## src/rtl/regbank_pkg.sv

```systemverilog
package regbank_pkg;

    localparam int REG_W  = 8;
    localparam int ADDR_W = 8;
    localparam int MID_W  = 4;

    typedef enum logic [1:0] {
        TR_IDLE   = 2'b00,
        TR_BUSY   = 2'b01,
        TR_NONSEQ = 2'b10,
        TR_SEQ    = 2'b11
    } htrans_e;

endpackage

```

## src/rtl/regbank_ahb_front.sv

```systemverilog
module regbank_ahb_front #(
    parameter int ADDR_W = regbank_pkg::ADDR_W,
    parameter int MID_W  = regbank_pkg::MID_W
) (
    input  logic              clk,
    input  logic              rst_n,
    input  logic              hsel,
    input  logic [ADDR_W-1:0] haddr,
    input  logic [1:0]        htrans,
    input  logic              hwrite,
    input  logic              hready,
    input  logic [MID_W-1:0]  hmaster,
    output logic              ph_valid,
    output logic              ph_write,
    output logic [ADDR_W-1:0] ph_addr,
    output logic [MID_W-1:0]  ph_master
);

    typedef struct packed {
        logic              valid;
        logic              write;
        logic [ADDR_W-1:0] addr;
        logic [MID_W-1:0]  master;
    } phase_t;

    phase_t ph_d, ph_q;
    logic   active_tr;

    always_comb begin
        active_tr = (htrans == regbank_pkg::TR_NONSEQ) || (htrans == regbank_pkg::TR_SEQ);
        ph_d = ph_q;
        if (hready) begin
            ph_d.valid  = hsel && active_tr;
            ph_d.write  = hwrite;
            ph_d.addr   = haddr;
            ph_d.master = hmaster;
        end
    end

    always_ff @(posedge clk or negedge rst_n) begin
        if (!rst_n) ph_q <= '0;
        else        ph_q <= ph_d;
    end

    assign ph_valid  = ph_q.valid;
    assign ph_write  = ph_q.write;
    assign ph_addr   = ph_q.addr;
    assign ph_master = ph_q.master;

    AST_IDLE_NO_PHASE: assert property (@(posedge clk) disable iff (!rst_n)
        (hready && (!hsel || !htrans[1])) |=> !ph_valid);

endmodule

```

## src/rtl/regbank_rw.sv

```systemverilog
module regbank_rw #(
    parameter int          WIDTH = regbank_pkg::REG_W,
    parameter logic [7:0]  RESET = 8'h00
) (
    input  logic             clk,
    input  logic             rst_n,
    input  logic             wr_en,
    input  logic [WIDTH-1:0] wdata,
    output logic [WIDTH-1:0] q
);

    logic [WIDTH-1:0] val_d, val_q;

    always_comb begin
        val_d = val_q;
        if (wr_en) val_d = wdata;
    end

    always_ff @(posedge clk or negedge rst_n) begin
        if (!rst_n) val_q <= WIDTH'(RESET);
        else        val_q <= val_d;
    end

    assign q = val_q;

    AST_RW_HOLD: assert property (@(posedge clk) disable iff (!rst_n)
        !wr_en |=> $stable(q));

endmodule

```

## src/rtl/regbank_w1c.sv

```systemverilog
module regbank_w1c #(
    parameter int WIDTH = regbank_pkg::REG_W
) (
    input  logic             clk,
    input  logic             rst_n,
    input  logic             clr_en,
    input  logic [WIDTH-1:0] clr_mask,
    input  logic [WIDTH-1:0] set_i,
    output logic [WIDTH-1:0] stat_o
);

    logic [WIDTH-1:0] st_d, st_q;
    logic [WIDTH-1:0] eff_clr;

    always_comb begin
        eff_clr = clr_en ? clr_mask : '0;
        // the set term is applied after the clear so an event is never lost
        st_d = (st_q & ~eff_clr) | set_i;
    end

    always_ff @(posedge clk or negedge rst_n) begin
        if (!rst_n) st_q <= '0;
        else        st_q <= st_d;
    end

    assign stat_o = st_q;

    AST_EVENT_WINS: assert property (@(posedge clk) disable iff (!rst_n)
        (|set_i) |=> ((stat_o & $past(set_i)) == $past(set_i)));

    AST_ONE_CLEARS: assert property (@(posedge clk) disable iff (!rst_n)
        clr_en |=> ((stat_o & $past(clr_mask) & ~$past(set_i)) == '0));

    AST_ZERO_KEEPS: assert property (@(posedge clk) disable iff (!rst_n)
        1'b1 |=> ((stat_o & $past(stat_o & ~({WIDTH{clr_en}} & clr_mask)))
                  == $past(stat_o & ~({WIDTH{clr_en}} & clr_mask))));

endmodule

```

## src/rtl/regbank_top.sv

```systemverilog
module regbank_top #(
    parameter int         ADDR_W    = regbank_pkg::ADDR_W,
    parameter int         DATA_W    = regbank_pkg::REG_W,
    parameter int         MID_W     = regbank_pkg::MID_W,
    parameter int         OFF_CTRL  = 'h00,
    parameter int         OFF_STAT  = 'h04,
    parameter int         OFF_INFO  = 'h08,
    parameter int         OFF_DUAL  = 'h14,
    parameter logic [7:0] CTRL_RST  = 8'h0C,
    parameter logic [7:0] DUAL_RST  = 8'h00,
    parameter logic [7:0] INFO_VAL  = 8'h5A,
    parameter int         HOST_ID   = 0,
    parameter int         TEST_ID   = 2
) (
    input  logic              clk,
    input  logic              rst_n,
    input  logic              hsel,
    input  logic [ADDR_W-1:0] haddr,
    input  logic [1:0]        htrans,
    input  logic              hwrite,
    input  logic              hready,
    input  logic [DATA_W-1:0] hwdata,
    input  logic [MID_W-1:0]  hmaster,
    input  logic [DATA_W-1:0] evt_i,
    output logic [DATA_W-1:0] hrdata,
    output logic              hreadyout,
    output logic              hresp,
    output logic              force_off_o,
    output logic [DATA_W-1:0] ctrl_o,
    output logic [DATA_W-1:0] status_o,
    output logic [DATA_W-1:0] dual_o
);

    localparam logic [ADDR_W-1:0] A_CTRL = ADDR_W'(OFF_CTRL);
    localparam logic [ADDR_W-1:0] A_STAT = ADDR_W'(OFF_STAT);
    localparam logic [ADDR_W-1:0] A_INFO = ADDR_W'(OFF_INFO);
    localparam logic [ADDR_W-1:0] A_DUAL = ADDR_W'(OFF_DUAL);
    localparam logic [MID_W-1:0]  M_TEST = MID_W'(TEST_ID);
    localparam logic [MID_W-1:0]  M_HOST = MID_W'(HOST_ID);

    logic              ph_valid, ph_write;
    logic [ADDR_W-1:0] ph_addr;
    logic [MID_W-1:0]  ph_master;
    logic              wr_act, rd_act, is_test;
    logic              ctrl_we, stat_we, dual_we;
    logic [DATA_W-1:0] rdata_c;

    regbank_ahb_front #(.ADDR_W(ADDR_W), .MID_W(MID_W)) u_front (
        .clk       (clk),
        .rst_n     (rst_n),
        .hsel      (hsel),
        .haddr     (haddr),
        .htrans    (htrans),
        .hwrite    (hwrite),
        .hready    (hready),
        .hmaster   (hmaster),
        .ph_valid  (ph_valid),
        .ph_write  (ph_write),
        .ph_addr   (ph_addr),
        .ph_master (ph_master)
    );

    // decode of the captured data-phase transfer
    always_comb begin
        wr_act  = ph_valid && ph_write;
        rd_act  = ph_valid && !ph_write;
        // unknown IDs fall back to host rules; only the test ID unlocks writes
        is_test = (ph_master == M_TEST) && (ph_master != M_HOST);
        ctrl_we = wr_act && (ph_addr == A_CTRL);
        stat_we = wr_act && (ph_addr == A_STAT);
        dual_we = wr_act && (ph_addr == A_DUAL) && is_test;
    end

    regbank_rw #(.WIDTH(DATA_W), .RESET(CTRL_RST)) u_ctrl (
        .clk   (clk),
        .rst_n (rst_n),
        .wr_en (ctrl_we),
        .wdata (hwdata),
        .q     (ctrl_o)
    );

    regbank_rw #(.WIDTH(DATA_W), .RESET(DUAL_RST)) u_dual (
        .clk   (clk),
        .rst_n (rst_n),
        .wr_en (dual_we),
        .wdata (hwdata),
        .q     (dual_o)
    );

    regbank_w1c #(.WIDTH(DATA_W)) u_stat (
        .clk      (clk),
        .rst_n    (rst_n),
        .clr_en   (stat_we),
        .clr_mask (hwdata),
        .set_i    (evt_i),
        .stat_o   (status_o)
    );

    always_comb begin
        rdata_c = '0;
        if (rd_act) begin
            case (ph_addr)
                A_CTRL:  rdata_c = ctrl_o;
                A_STAT:  rdata_c = status_o;
                A_INFO:  rdata_c = DATA_W'(INFO_VAL);
                A_DUAL:  rdata_c = dual_o;
                default: rdata_c = '0;
            endcase
        end
    end

    assign hrdata      = rdata_c;
    assign hreadyout   = 1'b1;
    assign hresp       = 1'b0;
    assign force_off_o = ctrl_o[0];

    AST_CTRL_TAKES_WRITE: assert property (@(posedge clk) disable iff (!rst_n)
        (ph_valid && ph_write && ph_addr == A_CTRL) |=> (ctrl_o == $past(hwdata)));

    AST_DUAL_HOST_RO: assert property (@(posedge clk) disable iff (!rst_n)
        (ph_valid && ph_write && ph_addr == A_DUAL && ph_master != M_TEST) |=> $stable(dual_o));

    AST_DUAL_TEST_RW: assert property (@(posedge clk) disable iff (!rst_n)
        (ph_valid && ph_write && ph_addr == A_DUAL && ph_master == M_TEST) |=> (dual_o == $past(hwdata)));

    AST_UNMAPPED_ZERO: assert property (@(posedge clk) disable iff (!rst_n)
        (ph_valid && !ph_write && ph_addr != A_CTRL && ph_addr != A_STAT
         && ph_addr != A_INFO && ph_addr != A_DUAL) |-> (hrdata == '0));

    AST_NO_SIDE_WRITE: assert property (@(posedge clk) disable iff (!rst_n)
        !(ph_valid && ph_write) |=> ($stable(ctrl_o) && $stable(dual_o)));

endmodule

```

## config.mk

```make
export PLATFORM = sky130hd
export DESIGN_NAME = regbank_top
export DESIGN_NICKNAME = d
export VERILOG_FILES = /design/src/rtl/regbank_pkg.sv /design/src/rtl/regbank_ahb_front.sv /design/src/rtl/regbank_rw.sv /design/src/rtl/regbank_w1c.sv /design/src/rtl/regbank_top.sv
export SDC_FILE = /design/constraint.sdc
export NUM_CORES = 1
export LEC_CHECK = 0
export BUFFER_PORTS_ARGS = -buffer_cell sky130_fd_sc_hd__buf_4
export CORE_MARGIN = 2
export CORE_UTILIZATION = 49
export CTS_CLUSTER_DIAMETER = 60
export DETAILED_ROUTE_END_ITERATION = 6
export GPL_ROUTABILITY_DRIVEN = 0
export PLACE_DENSITY = 0.8
export SLEW_MARGIN = 20
export SYNTH_ARGS = -nofsm -noshare
export SYNTH_HDL_FRONTEND = slang
export SYNTH_SLANG_ARGS = --single-unit
```

## constraint.sdc

```tcl
create_clock -name clk -period 2.4 [get_ports clk]
set_clock_uncertainty 0.15 [all_clocks]
set_input_delay 0.48 -clock clk [delete_from_list [all_inputs] [get_ports clk]]
set_output_delay 0.48 -clock clk [all_outputs]
set_load 0.03 [all_outputs]
```

==> reports/qor.yml <==
sta:
  min_period_ns: 2.46
  fin_crit_sh_pct: 102
  fmax_mhz: 407
  grt_setup_unrepaired: "yes"
  drv_slew: 0
  whs_ns: -0.0125
  setup_ws_ns: -0.0571
  setup_tns_ns: -0.195
  hold_viol: 29
  setup_violations: 7
clocking:
  cts_buffers: 5
  clkTransAtPathRegs_ns: 0.07
  clkLatencyLatePin_ns: 0.29
  htree_num_levels: 2
  cts_tree: "done"
  cts-root-buf: "clkbuf_8"
  cts.sink_count: 38
  cts_buffer_depth: 2
placed_design:
  postPlaceCellArea_um2: 2420
  dp_slack_ns: 0.249
  hpwl_um: 3240
  port_buffers: 66
  place_inst: 261
drt:
  first_iter_violations: 131
  post_drt_wl_per_cell_um: 17.7
  drt_first_pass_iters: 4
  ant_nets: 0
  vias: 1591
  wl_um: 4900
  route.detailed.drc: 0
  vias_per_cell: 5.74
worst_setup_path:
  crit_fanout: 5
  start_kind: "flop"
  worstPathArrival_ns: 1.83
  critPathKind: "flop to output port"
  worstPathRequired_ns: 1.77
  end_kind: "output port"
layout:
  final_common_cell: "buf_4"
  synthToLayoutAreaGrowth_pct: 42.7
  seq_area_um2: 957
  final_cells: 277
  fillers: 244
  fin_nets: 263
  utilization_pct: 72.5
  design_area_um2: 2660
  drive_gt1_share_pct: 61.1
  layout_common_cells: "buf_4, mux2_2, dfrtp_1"
  diodes: 0
  multi_input_area_um2: 882
grt:
  grt_max_degree: 39
  grt-busiest-layer: "met2"
  grt_use_met3_pct: 5.31
  grt_pass1_wl_um: 7800
  grt_util_met2_pct: 40.8
  grt-ovfl-total: 0
  grt_util_met1_pct: 30.6
  track_usage_pct: 24.6
  grt_pass1_vias: 1566
  antenna_found_initial: 0
logic_synthesis:
  syn-num-nets: 186
  synth_cell_types: 27
  syn_inst: 151
  syn_avg_cell_area_um2: 12.3
  ys_seq_area_share_pct: 51.2
  ys_ff_latch: 38
  netlist_area_um2: 1860
  yosysWarnings: 0
outcome:
  status: "finished, violations left"
  violations: "hold timing, setup timing"
min_path:
  hold_class: "input port to asynchronous set/reset pin"
floorplan:
  dieWidth_um: 65.6
  start_util_pct: 50.8
  fp.dieH_um: 65.6
  ioPinCount: 70
  fp.coreArea_um2: 3660
  dieArea_um2: 4310
  std_cell_rows: 22
pwr:
  p_leak_nw: 1.17
  p_per_area_nw_per_um2: 516
  ir_drop_v: 0.000458
job:
  drv_cap: 0
[cell families after synthesis]
group	share of synthesized area, %
compound gates	8.20
flops	51.2
buf+inv	4.24
simple gates	15.9
mux	20.0
other cells	0.404
[what timing repair did]
action / in CTS / in global routing
pin swaps: 3 / 4
setup endpoints to repair: 3 / 8
setup buffers: 1 / 5
hold buffers: 0 / 0
cloned: 2 / 0
resized for setup: 12 / 11
[through the flow]
| step | power (mW) | hold WS [ns] |
|---|---|---|
| floorplan | 0.808 | 0.0344 |
| global placement | 0.901 | 0.308 |
| detailed placement | 0.909 | 0.315 |
| CTS | 1.36 | 0.000254 |
| global route | 1.43 | 0.0230 |
| finish | 1.37 | -0.0125 |
[worst paths after layout]
path	startpoint	to	slack (ns)	cells past startpoint
max	u_front.ph_addr[5]	hrdata[4]	-0.06	5
min	rst_n	u_front.ph_addr[6]	-0.01	1
max reg2reg	u_front.ph_addr[5]	u_ctrl.q[7]	0.10	5
min reg2reg	u_front.ph_master[2]	u_front.ph_master[2]	0.37	1
max in group asynchronous	rst_n	u_ctrl.q[3]	1.75	1
min in group clk	evt_i[6]	u_stat.stat_o[6]	0.21	2
[critical path: stages (launching register included)]
cell and delay (ns):
dfrtp_1 0.44, nor4_4 0.42, buf_6 0.18, nand4b_1 0.13, a31oi_2 0.21, buf_6 0.15
[area by class of cell]
cell class              instances  share of cell area (%)
inverters                       2                   0.283
clock buffers                   7                    3.25
clock inverters                 1                   0.189
flip-flops and latches         38                    36.1
well taps                      48                    2.26
multi-input cells              98                    33.2
repair buffers                 83                    24.7
[synthesized netlist by cell type]
cell / number / area [um2]
buf_2: 3 / 15.0
nand4_1: 8 / 50.1
mux2_2: 33 / 372
nand4b_1: 7 / 61.3
and2_1: 1 / 6.26
nor3b_1: 1 / 7.51
dfstp_2: 2 / 52.6
a21o_1: 8 / 60.1
a21oi_1: 5 / 25.0
dfrtp_1: 36 / 901
o211ai_1: 4 / 30.0
nand2_1: 1 / 3.75
o2111ai_1: 1 / 8.76
nor4b_4: 1 / 23.8
inv_1: 2 / 7.51
and4b_1: 4 / 40.0
o21ai_0: 2 / 10.0
buf_4: 5 / 37.5
clkbuf_1: 5 / 18.8
and4_1: 2 / 17.5
nor3_2: 2 / 20.0
conb_1: 2 / 7.51
nor2_1: 1 / 3.75
nor4_1: 2 / 12.5
a31oi_1: 3 / 18.8
nor3_1: 1 / 5.00
nand3_1: 9 / 45.0
[state kept, by name (all words and copies together) (netlist names)]
signal	count
u_ctrl.q	8
u_front.ph_master	4
u_front.ph_valid	1
u_dual.q	8
u_front.ph_addr	8
u_stat.stat_o	8
u_front.ph_write	1
[routing by layer]
metal  up-vias  wire length (um)
met5         -                 0
met2        66              2640
met4         0               111
met3         9               345
li1        721                 -
met1       795              1800
[where the power goes]
part           internal [mW]  switching (mW)
sequential             0.671          0.0367
combinational          0.113           0.102
clock                  0.231           0.215
(Power assumes the default switching activity.)
